$ cat src/rtl/ctl_pkg.sv
package ctl_pkg;

    localparam int OP_W  = 6;
    localparam int FN_W  = 6;
    localparam int ALU_W = 3;

    typedef logic [OP_W-1:0] opcode_t;
    typedef logic [FN_W-1:0] funct_t;

    localparam opcode_t OPC_REG  = 6'b000000;
    localparam opcode_t OPC_ORI  = 6'b001101;
    localparam opcode_t OPC_LOAD = 6'b100011;
    localparam opcode_t OPC_STOR = 6'b101011;
    localparam opcode_t OPC_BEQ  = 6'b000100;
    localparam opcode_t OPC_JMP  = 6'b000010;

    localparam funct_t FN_ADD = 6'b100000;
    localparam funct_t FN_SUB = 6'b100010;
    localparam funct_t FN_AND = 6'b100100;
    localparam funct_t FN_OR  = 6'b100101;
    localparam funct_t FN_SLT = 6'b101010;

    typedef enum logic [ALU_W-1:0] {
        ALU_ADD = 3'b000,
        ALU_SUB = 3'b001,
        ALU_AND = 3'b010,
        ALU_OR  = 3'b011,
        ALU_SLT = 3'b100
    } alu_op_e;

    typedef enum logic [1:0] {
        CLS_ADD   = 2'd0,
        CLS_SUB   = 2'd1,
        CLS_OR    = 2'd2,
        CLS_FUNCT = 2'd3
    } alu_cls_e;

    typedef struct packed {
        logic dst_rt;
        logic reg_we;
        logic b_imm;
        logic ext_sgn;
        logic mem_we;
        logic mem_re;
        logic wb_mem;
        logic br;
        logic jmp;
    } ctl_t;

    localparam ctl_t CTL_IDLE = '0;

endpackage

$ cat src/rtl/ctl_main_dec.sv
module ctl_main_dec
    import ctl_pkg::*;
(
    input  opcode_t  opcode,
    output ctl_t     ctl,
    output alu_cls_e cls,
    output logic     is_reg
);

    always_comb begin
        ctl    = CTL_IDLE;
        cls    = CLS_ADD;
        is_reg = 1'b0;
        unique case (opcode)
            OPC_REG: begin
                ctl.reg_we = 1'b1;
                cls        = CLS_FUNCT;
                is_reg     = 1'b1;
            end
            OPC_ORI: begin
                ctl.dst_rt = 1'b1;
                ctl.reg_we = 1'b1;
                ctl.b_imm  = 1'b1;
                cls        = CLS_OR;
            end
            OPC_LOAD: begin
                ctl.dst_rt  = 1'b1;
                ctl.reg_we  = 1'b1;
                ctl.b_imm   = 1'b1;
                ctl.ext_sgn = 1'b1;
                ctl.mem_re  = 1'b1;
                ctl.wb_mem  = 1'b1;
            end
            OPC_STOR: begin
                ctl.b_imm   = 1'b1;
                ctl.ext_sgn = 1'b1;
                ctl.mem_we  = 1'b1;
            end
            OPC_BEQ: begin
                ctl.br = 1'b1;
                cls    = CLS_SUB;
            end
            OPC_JMP: begin
                ctl.jmp = 1'b1;
            end
            default: begin
                ctl = CTL_IDLE;
            end
        endcase
    end

    // memory read and write come from disjoint opcode arms
    always_comb begin
        p_mem_excl_r10: assert (!(ctl.mem_re && ctl.mem_we))
            else $error("main decoder raised memory read and write together");
    end

endmodule

$ cat src/rtl/ctl_alu_dec.sv
module ctl_alu_dec
    import ctl_pkg::*;
(
    input  alu_cls_e cls,
    input  funct_t   funct,
    output alu_op_e  op,
    output logic     fn_ok
);

    always_comb begin
        op    = ALU_ADD;
        fn_ok = 1'b1;
        unique case (cls)
            CLS_ADD: op = ALU_ADD;
            CLS_SUB: op = ALU_SUB;
            CLS_OR:  op = ALU_OR;
            CLS_FUNCT: begin
                unique case (funct)
                    FN_ADD:  op = ALU_ADD;
                    FN_SUB:  op = ALU_SUB;
                    FN_AND:  op = ALU_AND;
                    FN_OR:   op = ALU_OR;
                    FN_SLT:  op = ALU_SLT;
                    default: begin
                        op    = ALU_ADD;
                        fn_ok = 1'b0;
                    end
                endcase
            end
            default: op = ALU_ADD;
        endcase
    end

endmodule

$ cat src/rtl/ctl_decoder.sv
module ctl_decoder
    import ctl_pkg::*;
(
    input  logic [5:0] opcode,
    input  logic [5:0] funct,
    output logic       dst_sel_rt,
    output logic       reg_we,
    output logic       alu_b_imm,
    output logic       ext_signed,
    output logic       mem_we,
    output logic       mem_re,
    output logic       wb_from_mem,
    output logic       br_eq,
    output logic       jmp,
    output logic [2:0] alu_op
);

    ctl_t     main_ctl;
    ctl_t     fin_ctl;
    alu_cls_e cls;
    logic     is_reg;
    alu_op_e  raw_op;
    logic     fn_ok;
    logic     drop;

    ctl_main_dec u_main (
        .opcode (opcode),
        .ctl    (main_ctl),
        .cls    (cls),
        .is_reg (is_reg)
    );

    ctl_alu_dec u_alu (
        .cls   (cls),
        .funct (funct),
        .op    (raw_op),
        .fn_ok (fn_ok)
    );

    // An unrecognised function code on a register-register opcode squashes everything
    assign drop    = is_reg && !fn_ok;
    assign fin_ctl = drop ? CTL_IDLE : main_ctl;

    assign dst_sel_rt  = fin_ctl.dst_rt;
    assign reg_we      = fin_ctl.reg_we;
    assign alu_b_imm   = fin_ctl.b_imm;
    assign ext_signed  = fin_ctl.ext_sgn;
    assign mem_we      = fin_ctl.mem_we;
    assign mem_re      = fin_ctl.mem_re;
    assign wb_from_mem = fin_ctl.wb_mem;
    assign br_eq       = fin_ctl.br;
    assign jmp         = fin_ctl.jmp;
    assign alu_op      = drop ? 3'b000 : 3'(raw_op);

    always_comb begin
        // only one kind of state change per instruction
        p_one_effect_r10: assert ($onehot0({reg_we, mem_we, br_eq, jmp}))
            else $error("more than one state-changing control raised");
        // a branch compares by subtraction
        p_branch_sub_r7: assert (!br_eq || alu_op == 3'b001)
            else $error("branch without subtract");
        // memory addresses are formed by addition
        p_mem_add_r5: assert (!(mem_we || mem_re) || alu_op == 3'b000)
            else $error("memory access without add");
        // a rejected function code leaves no write behind
        p_bad_fn_r3: assert (fn_ok || !reg_we)
            else $error("register write on an unknown function code");
        // immediate operand outside memory access means or-immediate
        p_imm_or_r4: assert (!(alu_b_imm && !mem_we && !mem_re) || alu_op == 3'b011)
            else $error("immediate operand with wrong ALU operation");
    end

endmodule

$ cat config.mk
export PLATFORM = sky130hd
export DESIGN_NAME = ctl_decoder
export DESIGN_NICKNAME = d
export VERILOG_FILES = /design/src/rtl/ctl_pkg.sv /design/src/rtl/ctl_main_dec.sv /design/src/rtl/ctl_alu_dec.sv /design/src/rtl/ctl_decoder.sv
export SDC_FILE = /design/constraint.sdc
export NUM_CORES = 1
export LEC_CHECK = 0
export BUFFER_PORTS_ARGS = -buffer_cell sky130_fd_sc_hd__buf_2
export CORE_MARGIN = 1
export CORE_UTILIZATION = 25
export DETAILED_ROUTE_END_ITERATION = 8
export PLACE_DENSITY = 0.53
export SLEW_MARGIN = 20
export SYNTH_ARGS = -nofsm -noshare
export SYNTH_HDL_FRONTEND = slang
export SYNTH_HIERARCHICAL = 1
export SYNTH_SLANG_ARGS = --single-unit
$ cat constraint.sdc
create_clock -name vclk -period 5.1
set_input_delay 0.51 -clock vclk [all_inputs]
set_output_delay 0.51 -clock vclk [all_outputs]
set_load 0.01 [all_outputs]
Word-level counts from Yosys, hierarchy flattened
Cells that the tools add are included.

word-level totals
  bits in read-only memories = 0
  RAM bits = 0
  bits of input ports = 12
  memories kept = 0
  flip-flop bits (word level) = 0
  logic and storage cells = 38
  bits in latches = 0
  output and inout port bits = 12

operators by class
  eq/ne operators = 13
  divide/modulo/power cells = 0
  bitwise logic cells = 0
  $mul = 0
  magnitude comparators = 0
  add/subtract/negate cells = 0
  reduce and logical (&&, ||, !) cells = 9
  mux-type cells = 16
  shift-type cells = 0

operators with widths
  kind                                           count
  == test 6 bit, second input constant           7
  one-hot mux 3 bit (4 select lines)             2
  two-way mux 1 bit                              10
  two-way mux 9 bit                              1
  == test 6 x 2 -> 1 bit, second input constant  1
  == test 6 x 3 -> 1 bit, second input constant  1
  == test 6 x 4 -> 1 bit, second input constant  1
  logical NOT 6 bit                              1
  one-hot mux 2 bit (3 select lines)             1
  OR reduction 3 bit                             2
  OR reduction 5 bit                             1
  == test 2 bit, second input constant           2
  OR reduction 2 bit                             2
  two-way mux 3 bit                              1
  == test 2 x 1 -> 1 bit, second input constant  1
  logical NOT 2 bit                              1
  two-way mux 2 bit                              1
  logical AND 1 bit                              1
  logical NOT 1 bit                              1

Longest topological paths before layout
Gate-level depths: netlist of run 1.

  depth in word-level cells = 7
  mapped depth = 8
  gate-level depth less buffers = 6

By module
Netlist of run 1, hierarchy kept.

by module, submodules not included
  module        instances  area an instance (um^2)  cells each
  ctl_main_dec  1          175.2                    24
  ctl_decoder   1          127.6                    14
  ctl_alu_dec   1          118.9                    15

Least setup slack after synthesis of run 1
Ideal clock, no wire load.

  kind = input port to output port
  start point = in opcode[3]
  end point = out alu_b_imm
  arrival time = 2.045 ns
  stages = 8
  buffers on the path = 2
  slack = 2.545 ns
  path through = buf_6 -> or3_1 -> a2111oi_2 -> and2_1 -> nand2_1 -> nand2b_4 -> buf_6 -> and2_4

on the way
  longest elaborated chain between the ends = 7
  elaborated cells on any way between the ends = 14
  those cells by class = eq/ne (5); mux (5); reduce/logical (4)

RTL lines
  item                                                  line                text
  from (decl)                                           ctl_decoder.sv:4    input logic [5:0] opcode,
  == test 6 x 3 -> 1 bit, or another cell as far along  ctl_main_dec.sv:14  unique case (opcode)
  one-hot mux 2 bit (3 select lines) (*)                ctl_main_dec.sv:14
  net cls[1]                                            ctl_decoder.sv:20   alu_cls_e cls;
  == test 2 bit (*)                                     ctl_alu_dec.sv:13   unique case (cls)
  two-way mux 1 bit (*)                                 ctl_alu_dec.sv:13
  net fn_ok                                             ctl_decoder.sv:23   logic fn_ok;
  logical NOT 1 bit (*)                                 ctl_decoder.sv:41   assign drop = is_reg && !fn_ok;
  logical AND 1 bit (*)                                 ctl_decoder.sv:41
  two-way mux 9 bit (*)                                 ctl_decoder.sv:42   assign fin_ctl = drop ? CTL_IDLE : main_ctl;
  to (decl)                                             ctl_decoder.sv:8    output logic alu_b_imm,

Mark *: on every way through the listed nets, which the timed path passes. The rest lies on a longest branch.

Worst setup path in the final report of run 1
  start point = in opcode[3]
  end point = out alu_op[1]

on the way
  longest elaborated chain between the ends = 7
  elaborated cells on any way between the ends = 14
  those cells by class = eq/ne (5); mux (5); reduce/logical (4)

RTL lines
  item                                                  line                text
  == test 6 x 3 -> 1 bit, or another cell as far along  ctl_main_dec.sv:14
  one-hot mux 2 bit (3 select lines) (*)                ctl_main_dec.sv:14
  net cls[1]                                            ctl_decoder.sv:20
  == test 2 bit (*)                                     ctl_alu_dec.sv:13
  two-way mux 1 bit (*)                                 ctl_alu_dec.sv:13
  net fn_ok                                             ctl_decoder.sv:23
  logical NOT 1 bit (*)                                 ctl_decoder.sv:41
  logical AND 1 bit (*)                                 ctl_decoder.sv:41
  two-way mux 3 bit (*)                                 ctl_decoder.sv:53   assign alu_op = drop ? 3'b000 : 3'(raw_op);
  to (decl)                                             ctl_decoder.sv:15   output logic [2:0] alu_op

Marks and branches as above.

==> results.sh, run 1 <==
export IMPL_drt_iter0_drc=5
export IMPL_chipWidth_um=43.1
export IMPL_ctsHoldBuffers=0
export IMPL_worstHoldPathCells=4
export IMPL_cts_resized=0
export IMPL_hold_class="in -> out"
export IMPL_ys_warn_count=6
export IMPL_n_clock_buffer=0
export IMPL_path_max_fanout=12
export IMPL_setup_slack_ns=2.30
export IMPL_cp_cell_sequence="buf_2 -> or3_1 -> a2111oi_2 -> and2_1 -> nand2_1 -> nand2b_4 -> and2_2 -> buf_2"
export IMPL_slowest_stage="a2111oi_2"
export IMPL_critPathArrivalTime_ns=2.29
export IMPL_syn_num_nets=65
export IMPL_status="finished, final reports clean"
export IMPL_grt_pass1_vias=330
export IMPL_initial_core_util_pct=27.4
export IMPL_path_common_cell="buf_2"
export IMPL_rsz0062_at_grt="false"
export IMPL_die_area_um2=1860
export IMPL_period_needed_ns=2.80
export IMPL_max_cap_violations=0
export IMPL_avgRoutedWirePerCell_um=9.10
export IMPL_grt_max_degree=13
export IMPL_drtPass1Iterations=2
export IMPL_p_leak_uw=0.000272
export IMPL_place_hpwl_um=712
export IMPL_crit_path_start_kind="input pin"
export IMPL_layout_nets=88
export IMPL_hold_violations=0
export IMPL_rows=14
export IMPL_seqCellArea_um2=0
export IMPL_fillers=172
export IMPL_power_uw=22.5
export IMPL_track_usage_pct=8.41
export IMPL_avgSynthCellArea_um2=7.96
export IMPL_area_growth_syn_to_layout_pct=26.1
export IMPL_multi_input_area_um2=388
export IMPL_nFlopsAndLatches=0
export IMPL_yosysSeqAreaShare_pct=0
export IMPL_core_area_um2=1540
export IMPL_routed_via_density=4.80
export IMPL_die_y_um=43.1
export IMPL_pin_count=24
export IMPL_place_gp_congestion=0.784
export IMPL_critPathMaxStageDelay_ns=0.45
export IMPL_grt_ovfl_total=0
export IMPL_worstMarginPinSlew_ns=0.377
export IMPL_diodes=0
export IMPL_drive_gt1_share_pct=60.8
export IMPL_max_vdd_ir_drop_mv=0.0138
export IMPL_post_cts_setup_buffers=0
export IMPL_wl_um=819
export IMPL_antenna_found_initial=0
export IMPL_setup_viol_count_final=0
export IMPL_drc=0
export IMPL_drv_slew=0
export IMPL_p_per_area_nw_per_um2=42.3
export IMPL_max_freq_mhz=357
export IMPL_worstSetupEndpointType="primary output"
export IMPL_timing_slew_headroom_pct=74.8
export IMPL_ant_nets=0
export IMPL_vias=432
export IMPL_ys_types=31
export IMPL_syn_cell_area_um2=422
export IMPL_worstPathRequired_ns=4.59
export IMPL_timing_final_crit_share_pct=54.9
export IMPL_grt_pass1_wl_um=1300
export IMPL_syn_inst=53
export IMPL_fin_tns_setup_ns=0
export IMPL_dp_slack_ns=2.27
export IMPL_worstSetupPathType="in -> out"
export IMPL_port_buffers=24
## power breakdown
part,switching (µW),internal [µW],leakage [µW]
registers,0,0,0
clock network,0,0,0
logic,11.5,11.0,0.000272
## area by class of cell
type / instances / area share [%]
Inverter: 1 / 0.706
Multi-Input combinational cell: 49 / 72.9
Tap cell: 16 / 3.76
Timing Repair Buffer: 24 / 22.6
## critical path: cells and delay by family
family / cells / cell delay, ns
compound gates: 1 / 0.45
buf+inv: 2 / 0.28
simple gates: 5 / 1.05
## synthesized netlist by cell type, drive strengths merged
library cell,number,share of area (%)
and2,14,27
or3,1,1.5
mux2i,1,2.4
buf,3,7.1
a2111oi,1,3.6
a21oi,1,1.2
nor3,3,6.2
nand2b,1,3.3
and4bb,2,5.9
or4,1,2.7
nand4b,2,4.2
a31oi,2,3.0
inv,1,0.89
o21ai,1,1.2
and4b,2,5.3
o21bai,1,1.8
nor2,7,6.2
nand3b,1,1.8
and3b,1,2.1
nand3,1,1.2
or2b,2,3.9
nor3b,2,4.7
a21boi,1,1.8
nand2,1,0.89
## metal layers
metal / up-vias / GRT usage, % / share of wire (%)
li1: 236 / - / -
met5: - / 0 / 0
met1: 180 / 12.4 / 48
met3: 0 / 0.426 / 7.0
met2: 16 / 14.2 / 45
met4: 0 / 0 / 0
## cell usage in the layout (no fill, tap or decap), drive strengths merged, types with 2 or more instances in the layout
cell    instances
nand4b          2
buf            24
and4b           2
and2           14
nor3            3
nor2            7
and4bb          2
or2b            2
a31oi           2
nor3b           2
## logic make-up (layout without fill, tap and decap cells)
logic type / count (synthesis) / count (layout) / synth area share [%]
and+or+nand+nor: 41 / 41 / 77.2
muxes: 1 / 1 / 2.37
buffers and inverters: 4 / 25 / 8.01
AOI/OAI and AO/OA: 7 / 7 / 12.5
## through the flow
stage	hold WS [ns]	util, %	instances	area, µm²
floorplan	1.18	-	53	422
global placement	1.52	34.5	90	532
detailed placement	1.52	34.5	90	532
CTS	1.52	34.5	90	532
global route	1.55	34.5	90	532
finish	1.52	34.5	90	532
## final timing paths
path | from | end | slack [ns]
worst max-delay path | opcode[3] | alu_op[1] | 2.30
worst min-delay path | opcode[2] | ext_signed | 1.52
(Power assumes the default switching activity.)
==> run 2: changes to the inputs <==
==> constraint.sdc (replaced) <==
create_clock -name vclk -period 2.9
set_input_delay 0.29 -clock vclk [all_inputs]
set_output_delay 0.29 -clock vclk [all_outputs]
set_load 0.01 [all_outputs]
==> run 2 against run 1 <==
Design area unchanged. Power up 78%. Cell count unchanged. Worst hold slack worse by 0.43 ns. Flip-flop and latch count unchanged. Critical path depth unchanged. Wire length up 2.1%. Global-route usage unchanged. Combinational power up 78%. Die area unchanged. Sequential share of layout area unchanged. Critical path type unchanged. Largest cell class unchanged. Largest power group unchanged. Highest routed layer unchanged.
==> results.sh, run 2 (same netlist as run 1, synthesis figures left out) <==
export IMPL_place_gp_congestion=0.772
export IMPL_avgRoutedWirePerCell_um=9.29
export IMPL_diodes=0
export IMPL_post_cts_setup_buffers=0
export IMPL_cp_cell_sequence="buf_2 -> or3_1 -> a2111oi_2 -> and2_1 -> nand2_1 -> nand2b_4 -> and2_2 -> buf_2"
export IMPL_setup_viol_count_final=0
export IMPL_layout_nets=88
export IMPL_max_cap_violations=0
export IMPL_routed_via_density=4.74
export IMPL_sw_frac_of_total_pct=51.6
export IMPL_area_growth_syn_to_layout_pct=26.1
export IMPL_critPathMaxStageDelay_ns=0.43
export IMPL_grt_ovfl_total=0
export IMPL_worstMarginPinSlew_ns=0.357
export IMPL_seqCellArea_um2=0
export IMPL_p_seq_share_pct=0
export IMPL_drv_slew=0
export IMPL_ctsHoldBuffers=0
export IMPL_path_common_cell="buf_2"
export IMPL_slowest_stage="a2111oi_2"
export IMPL_rsz0062_at_grt="false"
export IMPL_intPower_uw=19.4
export IMPL_drive_gt1_share_pct=60.8
export IMPL_nFlopsAndLatches=0
export IMPL_worstPathRequired_ns=2.61
export IMPL_p_leak_uw=0.000272
export IMPL_path_max_fanout=12
export IMPL_chipWidth_um=43.1
export IMPL_drtPass1Iterations=2
export IMPL_hold_violations=0
export IMPL_fillers=168
export IMPL_wl_um=836
export IMPL_p_per_area_nw_per_um2=75.2
export IMPL_crit_path_start_kind="input pin"
export IMPL_grt_pass1_vias=337
export IMPL_max_vdd_ir_drop_mv=0.0229
export IMPL_whs_ns=1.08
export IMPL_worstSetupPathType="in -> out"
export IMPL_drt_iter0_drc=2
export IMPL_pin_count=24
export IMPL_hold_class="in -> out"
export IMPL_clockPowerShare_pct=0
export IMPL_grt_pass1_wl_um=1300
export IMPL_die_y_um=43.1
export IMPL_fin_tns_setup_ns=0
export IMPL_grt_max_degree=13
export IMPL_track_usage_pct=8.41
export IMPL_rows=14
export IMPL_layout_common_cells="buf_2, and2_4, nor2_1"
export IMPL_n_clock_buffer=0
export IMPL_cts_resized=0
export IMPL_final_common_cell="buf_2"
export IMPL_worstSetupEndpointType="primary output"
export IMPL_vias=427
export IMPL_die_area_um2=1860
export IMPL_ant_nets=0
export IMPL_drc=0
export IMPL_status="finished, final reports clean"
export IMPL_timing_final_crit_share_pct=80.6
export IMPL_critPathArrivalTime_ns=2.05
export IMPL_pwr_share_comb_pct=100.0
export IMPL_period_needed_ns=2.34
export IMPL_max_freq_mhz=428
export IMPL_core_area_um2=1540
export IMPL_antenna_found_initial=0
export IMPL_initial_core_util_pct=27.4
export IMPL_switching_power_uw=20.6
export IMPL_timing_slew_headroom_pct=76.2
export IMPL_port_buffers=24
==> run 2: cell counts in the layout (fill, tap and decap cells not counted) <==
No cell type changed its count.
==> run 2: path summary, 6_finish.rpt <==
kind / startpoint / end / slack (ns) / cells after the start
hold / removal: opcode[3] / br_eq / 1.08 / 4
setup / recovery: opcode[3] / alu_op[1] / 0.56 / 8
==> run 2: per-layer routing <==
layer / share of wire, % / wire length [µm] / GRT usage [%] / vias to the layer above
met5: 0 / 0 / 0 / -
met4: 0 / 0 / 0 / 0
met3: 8.0 / 67 / 0 / 0
met2: 44 / 368 / 14.8 / 16
met1: 48 / 400 / 12.2 / 179
li1: - / - / - / 232
==> run 2: cell type report <==
class,instances,area [µm²],share of cell area (%)
Multi-Input combinational cell,49,388,72.9
Timing Repair Buffer,24,120,22.6
Inverter,1,3.75,0.706
Tap cell,16,20.0,3.76
==> run 2: worst max-delay path: cells and delay by family <==
| family | cells | cell delay (ns) |
|---|---|---|
| AOI/OAI and AO/OA | 1 | 0.43 |
| buffers and inverters | 2 | 0.28 |
| and+or+nand+nor | 5 | 1.05 |
==> run 2: power groups by stage <==
stage | registers [µW] | logic (µW) | clock network, µW
finish | 0 | 40.0 | 0
global route | 0 | 43.7 | 0
CTS | 0 | 40.0 | 0
detailed placement | 0 | 39.9 | 0
global placement | 0 | 39.7 | 0
floorplan | 0 | 21.7 | 0
==> run 2: per-stage QoR <==
step / util [%] / area, µm² / cells / total power, µW / worst slack [ns]
after global placement: 34.5 / 532 / 90 / 39.7 / 0.571
after floorplan: - / 422 / 53 / 21.7 / 0.785
after CTS: 34.5 / 532 / 90 / 40.0 / 0.541
after global routing: 34.5 / 532 / 90 / 43.7 / 0.403
final: 34.5 / 532 / 90 / 40.0 / 0.563
after detailed placement: 34.5 / 532 / 90 / 39.9 / 0.539
==> run 3: changes to the inputs <==
==> constraint.sdc (replaced) <==
create_clock -name vclk -period 2.3
set_input_delay 0.23 -clock vclk [all_inputs]
set_output_delay 0.23 -clock vclk [all_outputs]
set_load 0.01 [all_outputs]
==> run 3 against run 2 <==
Critical path depth is the same. Count of clock-buffer cells in the layout is the same. Worst setup slack lost 0.44 ns. Global-route usage grew 0.52 points. Power grew 34%. Largest power group unchanged. Die area is the same. Wire length grew 1.2%. Combinational power grew 34%. First-iteration DRC count grew to 4.5 times the previous value. Via count grew 5.4%. Largest cell class unchanged. Sequential share of layout area is the same.
==> results.sh, run 3 (same netlist as run 1, synthesis figures left out) <==
export IMPL_port_buffers=24
export IMPL_worstSetupEndpointType="primary output"
export IMPL_initial_core_util_pct=27.4
export IMPL_drv_slew=0
export IMPL_crit_path_start_kind="input pin"
export IMPL_drc=0
export IMPL_p_leak_uw=0.000287
export IMPL_n_clock_buffer=0
export IMPL_ant_nets=0
export IMPL_antenna_found_initial=0
export IMPL_max_cap_violations=0
export IMPL_grt_pass1_wl_um=1380
export IMPL_timing_slew_headroom_pct=79.6
export IMPL_worstPathRequired_ns=2.07
export IMPL_final_util_pct=36.0
export IMPL_period_needed_ns=2.18
export IMPL_pin_count=24
export IMPL_drtPass1Iterations=2
export IMPL_fin_cells=93
export IMPL_timing_final_crit_share_pct=94.7
export IMPL_layout_common_cells="buf_2, and2_4, nor2_1"
export IMPL_final_common_cell="buf_2"
export IMPL_drive_gt1_share_pct=62.3
export IMPL_path_max_fanout=12
export IMPL_cts_resized=0
export IMPL_cp_cell_sequence="buf_2 -> or3_1 -> a2111oi_2 -> and2_1 -> nand2_1 -> nand2b_4 -> and2_2 -> buf_2"
export IMPL_grt_ovfl_total=0
export IMPL_rsz0062_at_grt="false"
export IMPL_die_y_um=43.1
export IMPL_status="finished, final reports clean"
export IMPL_grt_max_degree=13
export IMPL_fin_tns_setup_ns=0
export IMPL_worstSetupPathType="in -> out"
export IMPL_seqCellArea_um2=0
export IMPL_critPathMaxStageDelay_ns=0.39
export IMPL_chipWidth_um=43.1
export IMPL_rows=14
export IMPL_hold_violations=0
export IMPL_whs_ns=1.00
export IMPL_die_area_um2=1860
export IMPL_hold_class="in -> out"
export IMPL_wl_um=846
export IMPL_area_growth_syn_to_layout_pct=31.5
export IMPL_p_per_area_nw_per_um2=96.7
export IMPL_routed_via_density=4.84
export IMPL_max_freq_mhz=459
export IMPL_max_vdd_ir_drop_mv=0.0339
export IMPL_vias=450
export IMPL_diodes=0
export IMPL_nFlopsAndLatches=0
export IMPL_critPathArrivalTime_ns=1.95
export IMPL_avgRoutedWirePerCell_um=9.10
export IMPL_ctsHoldBuffers=0
export IMPL_worstMarginPinSlew_ns=0.306
export IMPL_grt_pass1_vias=348
export IMPL_dpl_cell_area_um2=554
export IMPL_place_gp_congestion=0.787
export IMPL_post_cts_setup_buffers=0
export IMPL_layout_nets=91
export IMPL_dp_cells=93
export IMPL_fin_area_um2=554
export IMPL_track_usage_pct=8.93
export IMPL_core_area_um2=1540
export IMPL_slowest_stage="or3_1"
export IMPL_place_hpwl_um=716
export IMPL_drt_iter0_drc=9
export IMPL_setup_viol_count_final=0
export IMPL_path_common_cell="buf_2"
==> run 3: power breakdown <==
part	switching (µW)	internal, µW	leakage [µW]
Combinational	26.6	27.0	0.000287
Sequential	0	0	0
Clock	0	0	0
Total	26.6	27.0	0.000287
==> run 3: stage by stage <==
stage | power, µW | setup WS [ns]
floorplan | 27.4 | 0.305
global placement | 53.5 | 0.155
detailed placement | 53.5 | 0.101
CTS | 53.6 | 0.104
global route | 59.0 | 0.00731
finish | 53.6 | 0.121
==> run 3: layer usage <==
| metal | vias up | wire length, µm | global-route usage (%) |
|---|---|---|---|
| met5 | - | 0 | 0 |
| met4 | 0 | 0 | 0 |
| met3 | 0 | 46 | 0.426 |
| met2 | 16 | 387 | 14.5 |
| met1 | 194 | 412 | 13.7 |
| li1 | 240 | - | - |
==> run 3: final cells by class <==
cell class,count,area [µm²]
fill,168,987
inverter,1,3.75
multi-input combinational,49,388
tap,16,20.0
timing repair buffer,27,143
==> run 3: final timing paths <==
check | start | endpoint | slack (ns) | cells after the start
hold / removal | opcode[3] | br_eq | 1.00 | 5
setup / recovery | opcode[0] | alu_op[2] | 0.12 | 8
==> run 3: worst max-delay path: cells and delay by family <==
family                 cells  cell delay [ns]
and+or+nand+nor            5             1.07
AOI/OAI and AO/OA          1             0.39
buffers and inverters      2             0.26
